## config.mk

```make
export PLATFORM = sky130hd
export DESIGN_NAME = e1_cas_extract
export DESIGN_NICKNAME = d
export VERILOG_FILES = /design/src/rtl/e1_cas_pkg.sv /design/src/rtl/cas_slot_capture.sv /design/src/rtl/cas_chan_bank.sv /design/src/rtl/e1_cas_extract.sv
export SDC_FILE = /design/constraint.sdc
export NUM_CORES = 1
export LEC_CHECK = 0
export ABC_AREA = 1
export BUFFER_PORTS_ARGS = -buffer_cell sky130_fd_sc_hd__buf_2
export CORE_MARGIN = 5
export CORE_UTILIZATION = 35
export DETAILED_ROUTE_END_ITERATION = 7
export SLEW_MARGIN = 30
export SYNTH_ARGS = -nofsm -noshare
export SYNTH_HDL_FRONTEND = slang
export SYNTH_SLANG_ARGS = --single-unit
```

## constraint.sdc

```tcl
create_clock -name clk -period 4.15 [get_ports clk]
set_clock_uncertainty 0.1 [all_clocks]
set_input_delay 0.6225 -clock clk [delete_from_list [all_inputs] [get_ports clk]]
set_output_delay 0.6225 -clock clk [all_outputs]
set_load 0.05 [all_outputs]
```

## src/rtl/e1_cas_pkg.sv

```systemverilog
package e1_cas_pkg;
  localparam int SIG_CHANNELS = 30;
  localparam int CHAN_W       = 5;
  localparam int FRAME_W      = 4;
  localparam int SLOT_W       = 5;
  localparam int NIB_W        = 4;
  localparam int SIG_SLOT     = 16;
  localparam logic [NIB_W-1:0] IDLE_CODE = 4'b1101;

  // channel served by the high nibble of the signaling slot in frame f
  function automatic logic [CHAN_W-1:0] upper_chan(input logic [FRAME_W-1:0] f);
    return CHAN_W'(f);
  endfunction

  // channel served by the low nibble: shifted by half the channel count
  function automatic logic [CHAN_W-1:0] lower_chan(input logic [FRAME_W-1:0] f);
    return CHAN_W'(f) + CHAN_W'(SIG_CHANNELS / 2);
  endfunction

  // frame 0 carries the multiframe marker, not channel codes
  function automatic logic frame_has_codes(input logic [FRAME_W-1:0] f);
    return f != '0;
  endfunction

  function automatic logic code_invalid(input logic [NIB_W-1:0] n);
    return n == '0;
  endfunction

  function automatic logic chan_in_range(input logic [CHAN_W-1:0] c);
    return (c >= CHAN_W'(1)) && (c <= CHAN_W'(SIG_CHANNELS));
  endfunction
endpackage

```

## src/rtl/cas_slot_capture.sv

```systemverilog
module cas_slot_capture
  import e1_cas_pkg::*;
#(
  parameter int CW = CHAN_W,
  parameter int FW = FRAME_W,
  parameter int SW = SLOT_W,
  parameter int NW = NIB_W,
  parameter int SLOT_SEL = SIG_SLOT
) (
  input  logic          clk,
  input  logic          rst_n,
  input  logic          byte_valid,
  input  logic [2*NW-1:0] byte_in,
  input  logic [SW-1:0] slot_idx,
  input  logic [FW-1:0] frame_idx,
  input  logic          mf_locked,
  input  logic          clear_chan,
  output logic          take,
  output logic          ev_vld,
  output logic [CW-1:0] ev_chan,
  output logic [NW-1:0] ev_nib
);
  logic          hold_vld;
  logic [CW-1:0] hold_chan;
  logic [NW-1:0] hold_nib;

  assign take = byte_valid && (slot_idx == SW'(SLOT_SEL)) && mf_locked
                && !clear_chan && frame_has_codes(frame_idx);

  always_ff @(posedge clk) begin
    if (!rst_n) begin
      ev_vld    <= 1'b0;
      ev_chan   <= '0;
      ev_nib    <= '0;
      hold_vld  <= 1'b0;
      hold_chan <= '0;
      hold_nib  <= '0;
    end else if (take) begin
      ev_vld    <= 1'b1;
      ev_chan   <= upper_chan(frame_idx);
      ev_nib    <= byte_in[2*NW-1:NW];
      hold_vld  <= 1'b1;
      hold_chan <= lower_chan(frame_idx);
      hold_nib  <= byte_in[NW-1:0];
    end else if (hold_vld) begin
      ev_vld    <= 1'b1;
      ev_chan   <= hold_chan;
      ev_nib    <= hold_nib;
      hold_vld  <= 1'b0;
    end else begin
      ev_vld    <= 1'b0;
    end
  end
endmodule

```

## src/rtl/cas_chan_bank.sv

```systemverilog
module cas_chan_bank
  import e1_cas_pkg::*;
#(
  parameter int NCH = SIG_CHANNELS,
  parameter int CW  = CHAN_W,
  parameter int NW  = NIB_W,
  parameter logic [NIB_W-1:0] RST_CODE = IDLE_CODE
) (
  input  logic          clk,
  input  logic          rst_n,
  input  logic          ev_vld,
  input  logic [CW-1:0] ev_chan,
  input  logic [NW-1:0] ev_nib,
  input  logic [CW-1:0] rd_chan,
  output logic [NW-1:0] rd_abcd,
  output logic          commit_chg,
  output logic          chg_stb,
  output logic [CW-1:0] chg_chan,
  output logic [NW-1:0] chg_abcd,
  output logic          sig_err,
  output logic [CW-1:0] err_chan
);
  logic [NW-1:0] cand_q   [NCH];
  logic [NW-1:0] stored_q [NCH];
  logic [CW-1:0] ev_idx;
  logic [CW-1:0] rd_idx;
  logic          ev_ok;
  logic          ev_zero;
  logic          ev_repeat;

  assign ev_idx    = ev_chan - CW'(1);
  assign rd_idx    = rd_chan - CW'(1);
  assign ev_ok     = ev_vld && chan_in_range(ev_chan);
  assign ev_zero   = code_invalid(ev_nib);
  assign ev_repeat = ev_ok && (cand_q[ev_idx] == ev_nib);
  assign commit_chg = ev_ok && !ev_zero && ev_repeat && (stored_q[ev_idx] != ev_nib);
  assign rd_abcd   = chan_in_range(rd_chan) ? stored_q[rd_idx] : '0;

  for (genvar i = 0; i < NCH; i++) begin : g_chan
    logic hit;
    assign hit = ev_ok && !ev_zero && (ev_chan == CW'(i + 1));
    always_ff @(posedge clk) begin
      if (!rst_n) begin
        cand_q[i]   <= '0;
        stored_q[i] <= RST_CODE;
      end else if (hit) begin
        cand_q[i] <= ev_nib;
        if (cand_q[i] == ev_nib) stored_q[i] <= ev_nib;
      end
    end
  end

  always_ff @(posedge clk) begin
    if (!rst_n) begin
      chg_stb  <= 1'b0;
      chg_chan <= '0;
      chg_abcd <= '0;
      sig_err  <= 1'b0;
      err_chan <= '0;
    end else begin
      chg_stb  <= commit_chg;
      sig_err  <= ev_ok && ev_zero;
      if (commit_chg) begin
        chg_chan <= ev_chan;
        chg_abcd <= ev_nib;
      end
      if (ev_ok && ev_zero) err_chan <= ev_chan;
    end
  end
endmodule

```

## src/rtl/e1_cas_extract.sv

```systemverilog
module e1_cas_extract
  import e1_cas_pkg::*;
#(
  parameter int NCH = SIG_CHANNELS,
  parameter int CW  = CHAN_W,
  parameter int FW  = FRAME_W,
  parameter int SW  = SLOT_W,
  parameter int NW  = NIB_W
) (
  input  logic          clk,
  input  logic          rst_n,
  input  logic          byte_valid,
  input  logic [7:0]    byte_in,
  input  logic [SW-1:0] slot_idx,
  input  logic [FW-1:0] frame_idx,
  input  logic          mf_locked,
  input  logic          clear_chan,
  input  logic [CW-1:0] rd_chan,
  output logic [NW-1:0] rd_abcd,
  output logic          chg_stb,
  output logic [CW-1:0] chg_chan,
  output logic [NW-1:0] chg_abcd,
  output logic          sig_err,
  output logic [CW-1:0] err_chan
);
  logic          take;
  logic          ev_vld;
  logic [CW-1:0] ev_chan;
  logic [NW-1:0] ev_nib;
  logic          commit_chg;

  cas_slot_capture #(.CW(CW), .FW(FW), .SW(SW), .NW(NW)) u_cap (
    .clk(clk), .rst_n(rst_n), .byte_valid(byte_valid), .byte_in(byte_in),
    .slot_idx(slot_idx), .frame_idx(frame_idx), .mf_locked(mf_locked),
    .clear_chan(clear_chan), .take(take), .ev_vld(ev_vld),
    .ev_chan(ev_chan), .ev_nib(ev_nib)
  );

  cas_chan_bank #(.NCH(NCH), .CW(CW), .NW(NW)) u_bank (
    .clk(clk), .rst_n(rst_n), .ev_vld(ev_vld), .ev_chan(ev_chan),
    .ev_nib(ev_nib), .rd_chan(rd_chan), .rd_abcd(rd_abcd),
    .commit_chg(commit_chg), .chg_stb(chg_stb), .chg_chan(chg_chan),
    .chg_abcd(chg_abcd), .sig_err(sig_err), .err_chan(err_chan)
  );
endmodule

```

==> insert_results.sql <==
INSERT INTO impl_metrics (metric_group, metric, value, unit) VALUES
('routing', 'detail_route.iter0.violations', '1599', ''),
('power_and_ir_drop', 'internal_power', '4632', 'uW'),
('layout', 'area_occupied_by_multi_input_gates', '0.007421', 'mm2'),
('yosys', 'synth_seq_area_share', '48.66', '%'),
('yosys', 'synthTopCellsByArea', 'sky130_fd_sc_hd__edfxtp_1, sky130_fd_sc_hd__nand2_1, sky130_fd_sc_hd__nand3_1, sky130_fd_sc_hd__nor2_1, sky130_fd_sc_hd__dfxtp_1', ''),
('cts', 'post_cts.resized_instances', '0', ''),
('critical_path', 'critPathArrivalTime', '2.70', 'ns'),
('layout', 'layout_filler_cell_count', '4685', ''),
('global_route', 'grt_pass1_wl', '75660', 'um'),
('die', 'die_w', '225.8', 'um'),
('die', 'initial_utilization', '35.22', '%'),
('global_route', 'pin_count_of_the_biggest_net_entering_global_routing', '85', ''),
('power_and_ir_drop', 'power_frac_comb', '7.0', '%'),
('routing', 'ant_nets', '0', ''),
('layout', 'area_used_by_sequential_logic_in_the_layout', '0.007934', 'mm2'),
('timing', 'timing_hold_violations_final', '0', ''),
('yosys', 'postSynthCellCount', '2025', ''),
('die', 'design.portCount', '47', ''),
('critical_path', 'critical_path_capture_point_type', 'output pin', ''),
('layout', 'design.final.nets', '2037', ''),
('routing', 'post-route-drc-count', '0', ''),
('global_route', 'busiest_layer', 'met2', ''),
('run', 'cap_violations', '0', ''),
('critical_path', 'crit_required', '3.43', 'ns'),
('yosys', 'post_synth_num_cell_types', '46', ''),
('layout', 'syn_to_final_growth', '9.607', '%'),
('yosys', 'avgSynthCellArea', '8.046', 'um2'),
('global_route', 'grt_util_all_layers', '18.81', '%'),
('power_and_ir_drop', 'net-switching-power', '1411', 'uW'),
('yosys', 'synthesis.area', '0.01629', 'mm2'),
('yosys', 'synth_seq_cells', '276', ''),
('power_and_ir_drop', 'clock_power_share', '41.8', '%'),
('routing', 'drt-wirelength-per-cell', '18.85', 'um'),
('die', 'design.core.area', '0.04626', 'mm2'),
('cts', 'cts.repair_timing.setup_buffer_count', '0', ''),
('critical_path', 'timing.critical_path.fanout_max', '61', ''),
('cts', 'tritoncts.num_buffers', '28', ''),
('status', 'outcome', 'completed', ''),
('global_route', 'grt_overflow', '0', ''),
('placement', 'place_hpwl', '34630', 'um'),
('placement', 'io_buffers', '46', ''),
('power_and_ir_drop', 'vdd_ir_drop_max', '306.0', 'uV'),
('timing', 'setup_total_negative_slack', '0', 'ns'),
('routing', 'dr_total_vias', '14160', ''),
('timing', 'rsz0062_at_grt', 'no', ''),
('yosys', 'synth-warning-count', '0', ''),
('timing', 'post-route-min-period', '3.426', 'ns'),
('power_and_ir_drop', 'leakage', '0.006595', 'uW'),
('power_and_ir_drop', 'switching_share_of_total_power', '23.35', '%'),
('yosys', 'synthDominantAreaCellType', 'sky130_fd_sc_hd__edfxtp_1', ''),
('cts', 'cts_max_path_buffers', '3', ''),
('global_route', 'initial_antenna_violation_count', '0', ''),
('cts', 'clock_tree.root_cell', 'sky130_fd_sc_hd__clkbuf_16', ''),
('critical_path', 'worst_setup_start_kind', 'input port', ''),
('yosys', 'synth_edf_count', '240', ''),
('timing', 'maxSlewHeadroom', '40.89', '%'),
('global_route', 'first_global_vias', '13040', ''),
('critical_path', 'worstSetupPathType', 'input port to output pin', ''),
('layout', 'drive_above_1_share', '11.39', '%'),
('timing', 'fin_worst_hold_slack', '0.1651', 'ns'),
('timing', 'max_frequency', '291.9', 'MHz'),
('routing', 'drt-total-wl', '49520', 'um'),
('yosys', 'synthTopCellsByCount', 'sky130_fd_sc_hd__nand2_1, sky130_fd_sc_hd__nor2_1, sky130_fd_sc_hd__edfxtp_1', ''),
('yosys', 'asyncSetResetFlopFracSynth', '0', '%'),
('power_and_ir_drop', 'cellPowerDensity', '338.4', 'mW/mm2'),
('routing', 'routed_via_density', '5.389', ''),
('yosys', 'synth.most_common_cell', 'sky130_fd_sc_hd__nand2_1', ''),
('cts', 'clkTransAtPathRegs', '0.06', 'ns'),
('layout', 'n_antenna_cell', '0', ''),
('yosys', 'portion_of_synthesized_cell_area_occupied_by_the_leading_cell_type', '44.23', '%'),
('cts', 'cts_tree', 'done', '');
-- flip-flops by register name, indices dropped and copies added, names as in the netlist --
signal and flops:
u_cap.ev_nib 4, u_bank.chg_chan 5, u_cap.ev_chan 5, u_bank.stored_q 120, u_bank.sig_err 1, u_cap.hold_vld 1, u_bank.chg_stb 1, u_cap.hold_chan 5
u_cap.hold_nib 4, u_bank.err_chan 5, u_cap.ev_vld 1, u_bank.chg_abcd 4, u_bank.cand_q 120
-- metrics by stage --
stage          utilization, %  instances  cell area [um2]
4_1_cts                 38.60       2627            17860
3_5_place_dp            36.65       2577            16960
3_3_place_gp            36.65       2577            16960
2_1_floorplan               -       2025            16300
6_report                38.60       2627            17860
5_1_grt                 38.60       2627            17860
-- cell type report --
| cell class | count | area share (%) |
|---|---|---|
| Timing Repair Buffer | 82 | 3.027 |
| Clock buffer | 38 | 4.386 |
| Tap cell | 607 | 4.253 |
| Multi-Input combinational cell | 1534 | 41.55 |
| Inverter | 78 | 1.681 |
| Clock inverter | 12 | 0.6726 |
| Sequential cell | 276 | 44.43 |
-- worst max-delay path, cell delays in order --
cell and delay, ns:
sky130_fd_sc_hd__buf_2 0.11, sky130_fd_sc_hd__clkinv_1 0.05, sky130_fd_sc_hd__buf_4 0.48, sky130_fd_sc_hd__nand2_1 0.17, sky130_fd_sc_hd__xor2_1 0.17, sky130_fd_sc_hd__buf_4 0.17
sky130_fd_sc_hd__inv_1 0.16, sky130_fd_sc_hd__o21ai_0 0.11, sky130_fd_sc_hd__a21oi_1 0.14, sky130_fd_sc_hd__nor3_1 0.08, sky130_fd_sc_hd__nor3_2 0.16, sky130_fd_sc_hd__buf_2 0.28
-- cells by family (layout without fill, tap and decap cells) --
group | after synthesis | count (layout) | share of synthesized area, %
simple gates | 1268 | 1268 | 34.17
flops | 276 | 276 | 48.66
buf+inv | 215 | 210 | 5.882
fa+ha+maj | 10 | 10 | 0.7679
compound gates | 186 | 186 | 6.643
xor+xnor | 70 | 70 | 3.878
-- per-layer routing --
metal | part of all wire (%) | vias up | routed length (um)
li1 | - | 6743 | -
met1 | 43 | 6732 | 21060
met2 | 46 | 580 | 23030
met3 | 7.0 | 101 | 3488
met4 | 3.9 | 0 | 1943
met5 | 0 | - | 0
-- final timing paths --
kind | startpoint | to | slack (ns) | depth (start not counted)
max | rd_chan[0] | rd_abcd[1] | 0.72 | 12
max reg2reg | u_cap.ev_chan[0] | u_bank.chg_abcd[0] | 0.89 | 14
min reg2reg | u_cap.hold_nib[2] | u_cap.hold_nib[2] | 0.37 | 2
min | byte_in[3] | u_cap.hold_nib[3] | 0.17 | 3
-- cells in the final DEF (no fill, tap or decap), types with 6 or more instances in the layout --
master                        n
sky130_fd_sc_hd__o211ai_1    11
sky130_fd_sc_hd__nand2_1    600
sky130_fd_sc_hd__dfxtp_1     33
sky130_fd_sc_hd__a21oi_1     56
sky130_fd_sc_hd__buf_4       34
sky130_fd_sc_hd__xnor2_1      9
sky130_fd_sc_hd__clkinv_2     6
sky130_fd_sc_hd__clkinv_1     7
sky130_fd_sc_hd__a22oi_1     11
sky130_fd_sc_hd__nand3_1    232
sky130_fd_sc_hd__ha_1         9
sky130_fd_sc_hd__nor2_1     256
sky130_fd_sc_hd__nor2_2       8
sky130_fd_sc_hd__a32o_1       9
sky130_fd_sc_hd__nand4_1     29
sky130_fd_sc_hd__o221ai_1     6
sky130_fd_sc_hd__buf_2       45
sky130_fd_sc_hd__inv_1       59
sky130_fd_sc_hd__o21ai_0     81
sky130_fd_sc_hd__clkbuf_16   29
sky130_fd_sc_hd__nor3_1      36
sky130_fd_sc_hd__inv_2       11
sky130_fd_sc_hd__nor3b_1     24
sky130_fd_sc_hd__or2_2       54
sky130_fd_sc_hd__xor2_1      60
sky130_fd_sc_hd__clkbuf_1     6
sky130_fd_sc_hd__nand2_2      9
sky130_fd_sc_hd__edfxtp_1   240
-- power by group through the flow --
stage               Sequential [uW]  Combinational (uW)  Clock [uW]
global placement               3150                 409           0
detailed placement             3150                 418           0
finish                         3090                 422        2530
global route                   3100                 465        2670
CTS                            3090                 420        2560
floorplan                      3140                 309           0
(Power assumes the default switching activity.)
